**config.mk**
```make
export PLATFORM = sky130hd
export DESIGN_NAME = dio_id_responder
export DESIGN_NICKNAME = d
export VERILOG_FILES = /design/src/rtl/dio_id_responder.sv
export SDC_FILE = /design/constraint.sdc
export NUM_CORES = 1
export LEC_CHECK = 0
export ABC_AREA = 1
export BUFFER_PORTS_ARGS = -buffer_cell sky130_fd_sc_hd__buf_4
export CAP_MARGIN = 20
export CORE_AREA = 2 2 70 72
export CTS_BUF_LIST = sky130_fd_sc_hd__clkbuf_8
export DETAILED_ROUTE_END_ITERATION = 12
export DIE_AREA = 0 0 72 74
export GPL_ROUTABILITY_DRIVEN = 0
export HOLD_SLACK_MARGIN = 0.1
export SLEW_MARGIN = 10
export SYNTH_ARGS = -nofsm -noshare
export SYNTH_HDL_FRONTEND = slang
export SYNTH_SLANG_ARGS = --single-unit
```
**constraint.sdc**
```tcl
create_clock -name clk -period 2.1 [get_ports clk]
set_input_delay 0 -clock clk [delete_from_list [all_inputs] [get_ports clk]]
set_output_delay 0 -clock clk [all_outputs]
set_load 0.02 [all_outputs]
```
**src/rtl/dio_id_responder.sv**
```systemverilog
module dio_id_responder #(
  parameter logic [7:0] OPCODE   = 8'hAF,
  parameter logic [7:0] MFR_ID   = 8'h20,
  parameter logic [7:0] DEV_TYPE = 8'hBB,
  parameter logic [7:0] CAP_CODE = 8'h18,
  parameter int         ID_BYTES = 3
) (
  input  logic       clk,
  input  logic       rst_n,
  input  logic       cs_n,
  input  logic       sck,
  input  logic [1:0] dq_in,
  input  logic       busy,
  output logic [1:0] dq_out,
  output logic       dq_oe,
  output logic       standby
);
  localparam int ID_W  = 8 * ID_BYTES;
  localparam int PAIRS = ID_W / 2;
  localparam logic [ID_W-1:0] ID_VAL = {MFR_ID, DEV_TYPE, CAP_CODE};

  typedef enum logic [1:0] {S_IDLE, S_CMD, S_SEND, S_SKIP} st_t;

  st_t             st;
  logic            sck_r, sck_p, cs_r;
  logic [1:0]      dq_r;
  logic [5:0]      op;
  logic [1:0]      bcnt;
  logic [ID_W-1:0] sh;
  logic [4:0]      pcnt;

  wire       rise    = sck_r & ~sck_p;
  wire       fall    = ~sck_r & sck_p;
  wire [7:0] op_full = {op, dq_r};

  assign dq_oe   = (st == S_SEND);
  assign standby = (st == S_IDLE);

  always_ff @(posedge clk or negedge rst_n) begin
    if (!rst_n) begin
      sck_r  <= 1'b0;
      sck_p  <= 1'b0;
      cs_r   <= 1'b1;
      dq_r   <= 2'b00;
      st     <= S_IDLE;
      op     <= '0;
      bcnt   <= '0;
      sh     <= '0;
      pcnt   <= '0;
      dq_out <= 2'b00;
    end else begin
      sck_r <= sck;
      sck_p <= sck_r;
      cs_r  <= cs_n;
      dq_r  <= dq_in;
      if (cs_r) begin
        st     <= S_IDLE;
        bcnt   <= '0;
        pcnt   <= '0;
        dq_out <= 2'b00;
      end else begin
        case (st)
          S_IDLE: begin
            st   <= S_CMD;
            bcnt <= '0;
          end
          S_CMD: if (rise) begin
            op   <= {op[3:0], dq_r};
            bcnt <= bcnt + 2'd1;
            if (bcnt == 2'd3) begin
              if (op_full == OPCODE && !busy) begin
                st   <= S_SEND;
                sh   <= ID_VAL;
                pcnt <= '0;
              end else begin
                st <= S_SKIP;
              end
            end
          end
          S_SEND: if (fall) begin
            dq_out <= sh[ID_W-1 -: 2];
            sh     <= {sh[ID_W-3:0], 2'b00};
            if (pcnt != 5'(PAIRS)) pcnt <= pcnt + 5'd1;
          end
          default: ;
        endcase
      end
    end
  end

  // deselect always leads to standby with pins released
  a_r2_deselect_release: assert property (@(posedge clk) disable iff (!rst_n)
    cs_r |=> (standby && !dq_oe));

  // busy at opcode completion blocks the drive
  a_r6_busy_no_drive: assert property (@(posedge clk) disable iff (!rst_n)
    (st == S_CMD && rise && bcnt == 2'd3 && busy) |=> !dq_oe);

  // a rejected frame never turns the pins around
  a_r7_skip_quiet: assert property (@(posedge clk) disable iff (!rst_n)
    (st == S_SKIP) |=> !dq_oe);

  // after the last pair only zeros leave the block
  a_r8_no_wrap: assert property (@(posedge clk) disable iff (!rst_n)
    (st == S_SEND && pcnt == 5'(PAIRS) && fall && !cs_r) |=> (dq_out == 2'b00));

  // output starts at the first pair
  a_r5_start_first_pair: assert property (@(posedge clk) disable iff (!rst_n)
    $rose(dq_oe) |-> (pcnt == 5'd0));
endmodule

```
==> impl_results.md <==
* Status: complete, no violations
* Leak at 1.07 nW
* Tot GR Track Use at 13.6%
* DIE AREA at 5330 um^2
* Worst setup path start: st[0]
* Routed vias/inst at 4.71
* Flops & latches, synth at 36
* Share of cells above drive strength 1 at 19.2%
* Most numerous cell in the Yosys netlist: nand2_1
* Post-layout net count at about 230
* Drc violations at 0
* CTS Sinks at 36
* Pwr Density at 1080 nW/um^2
* Synthesized area per cell at 8.75 um^2
* Post-CTS setup buffers at 0
* Drt first-iter violations at just under 90
* Final setup violation count at 0
* Post-layout min period at 1.59 ns
* Worst Hold Depth at 5
* Slew of the pin with the lowest slew margin at 0.463 ns
* Die W at slightly above 70 um
* Clock Skew at between 0.004 and 0.005 ns
* RSZ-0062 raised after global routing: no
* CP Launch Type: flip-flop
* Detailed-router iteration count before antenna repair at 4
* Synth area leaders: dfrtp_1 50%, nand2_1 14%, nand4_1 7.1%
* Initial Util at a little under two fifths
* Top post-synthesis cells by count: 65 x nand2_1, 35 x dfrtp_1, 24 x inv_1, 20 x nand4_1
* Die Y at 74 um
* Row cnt at 25
* Clk Latency, worst-skew pair at 0.28 ns
* Area leader, netlist: dfrtp_1
* WL per Instance at 11.5 um
* First-pass GRT wire length at 5.53 mm
* FF-to-FF Start: st[0]
* Required time worst endpoint at 2.27 ns
* Total gr overflow at 0
* Sequential share of the synthesized area at 51.3%
* Setup crit end kind: flip-flop
* Initial antenna violation count at 0
* Number of port buffers at 10
* Worst-path clk slew at 0.07 ns
* FF-to-FF path depth at 6
* # IOs at 11
* Top FF cell, synth: dfrtp_1
* EDFF count, synth at 0
* Relative slew slack at roughly 69%
* Max-cap viol count at 0
* Core box area at 4600 um^2
* Top-area cell type share of the netlist area at 49.8%
* DR vias at 1285
* Vias in the first global route at 1239
* Arr. time, crit path at 1.76 ns
* Mapped Cells at approximately 200
* Tcrit/Tclk final at 75.8%
* R2r setup slk at 0.51 ns
* CTS Root Cell: clkbuf_8
* Antenna cells at 0
* CTS tree: done
* Synthesis-to-layout area growth at 13.9%
* Fmax at 0.629 GHz
* Critical R2R Capture: sh[9]
* Final ANT Viol Nets at 0
* Fill cell count at 473
* Final wirelength at 3.14 mm
* H-tree levels at 2
* CTS max path bufs at 2
* CP Class: flip-flop to flip-flop
* Synth warnings at 0
* Slew Viols, Final at 0
* Worst Setup EP: sh[9]
* Maximum vdd drop at 0.000363 V
* Largest net degree at the start of global routing at 37
* Post-layout util at 43.5%
* Hold Path Class: input pin to flip-flop
* Max FO, Critical Path at 10
* Final hold vios at 0
* Setup TNS at 0 ns
* Post-Syn Area at 1760 um^2
* Num CTS Buffers at 5
* Yosys cell types at 24
* Asr flop ratio synth at 100%
* DP Wirelength at just under 2 mm
* Mapped Nets at 212
==> report_power, final <==
| group | leakage (nW) | switching [mW] | internal (mW) | total, mW |
|---|---|---|---|---|
| sequential | 0.459 | 0.0914 | 0.858 | 0.949 |
| combinational | 0.548 | 0.399 | 0.218 | 0.617 |
| clock | 0.0593 | 0.243 | 0.347 | 0.590 |
| total | 1.07 | 0.732 | 1.42 | 2.16 |
==> worst max-delay path, cell delays in order (launching register included) <==
cell and delay (ns):
dfrtp_1 0.41, inv_1 0.09, ha_1 0.31, inv_1 0.21, or2_2 0.31, nand4_1 0.09
nand2_1 0.06
==> sequential cells by signal, indices dropped and copies added (netlist names) <==
| register | cells |
|---|---|
| st | 2 |
| op | 6 |
| sh | 19 |
| bcnt | 2 |
| dq_out | 2 |
| sck_r | 1 |
| dq_r | 2 |
| sck_p | 1 |
| cs_r | 1 |
==> repair_timing <==
action / CTS / global route
endpoints found under the hold margin: 40 / 0
gates resized for setup: 0 / 0
hold buffers: 5 / 0
==> how the worst min path moves through the flow <==
stage          startpoint       to  slack [ns]
2_1_floorplan       rst_n  bcnt[0]       -0.30
3_5_place_dp        rst_n  dq_r[1]       -0.01
4_1_cts              busy    st[0]        0.11
3_3_place_gp        rst_n    op[2]       -0.01
6_report             busy    st[0]        0.12
5_1_grt              busy    st[0]        0.14
==> layout make-up <==
class | instances | area (um^2) | share of cell area [%]
Clock buffer | 5 | 68.8 | 3.44
Sequential cell | 36 | 902 | 45.1
Multi-Input combinational cell | 130 | 672 | 33.6
Clock inverter | 3 | 38.8 | 1.94
Timing Repair Buffer | 19 | 155 | 7.75
Tap cell | 54 | 67.6 | 3.38
Inverter | 26 | 97.6 | 4.87
==> layout by cell type (no fill, tap or decap), types with 5 or more instances in the layout <==
master	n
nand4_1	20
inv_1	25
o21ai_0	7
dfrtp_1	35
buf_4	14
nand2_1	65
nor2_2	5
nor2_1	5
clkbuf_8	5
or2_2	7
dlygate4sd3_1	5
==> cells by family after synthesis <==
family / after synthesis / share of synthesized area [%]
AND/OR/NAND/NOR: 111 / 30.2
adder cells (fa/ha/maj): 4 / 2.85
AO/OA/AOI/OAI: 13 / 3.70
multiplexers: 2 / 1.49
buffers and inverters: 35 / 10.5
flip-flops: 36 / 51.3
==> routing by layer <==
| layer | global-route usage (%) | share of wire [%] |
|---|---|---|
| met5 | 0 | 0 |
| met4 | 5.66 | 1.2 |
| met3 | 3.39 | 3.6 |
| met2 | 22.1 | 44 |
| met1 | 17.4 | 51 |
==> per-stage QoR <==
stage               instance area (um^2)  hold slack [ns]  total power [mW]  instances  worst slack [ns]
finish                              2000            0.122              2.16        273             0.509
global route                        2000            0.138              2.31        273             0.347
CTS                                 2000            0.113              2.19        273             0.523
detailed placement                  1840          -0.0111              1.58        260             0.535
global placement                    1840         -0.00980              1.58        260             0.540
floorplan                           1760           -0.296              1.48        201             0.610
No activity file was read; power rests on OpenSTA's default activity.
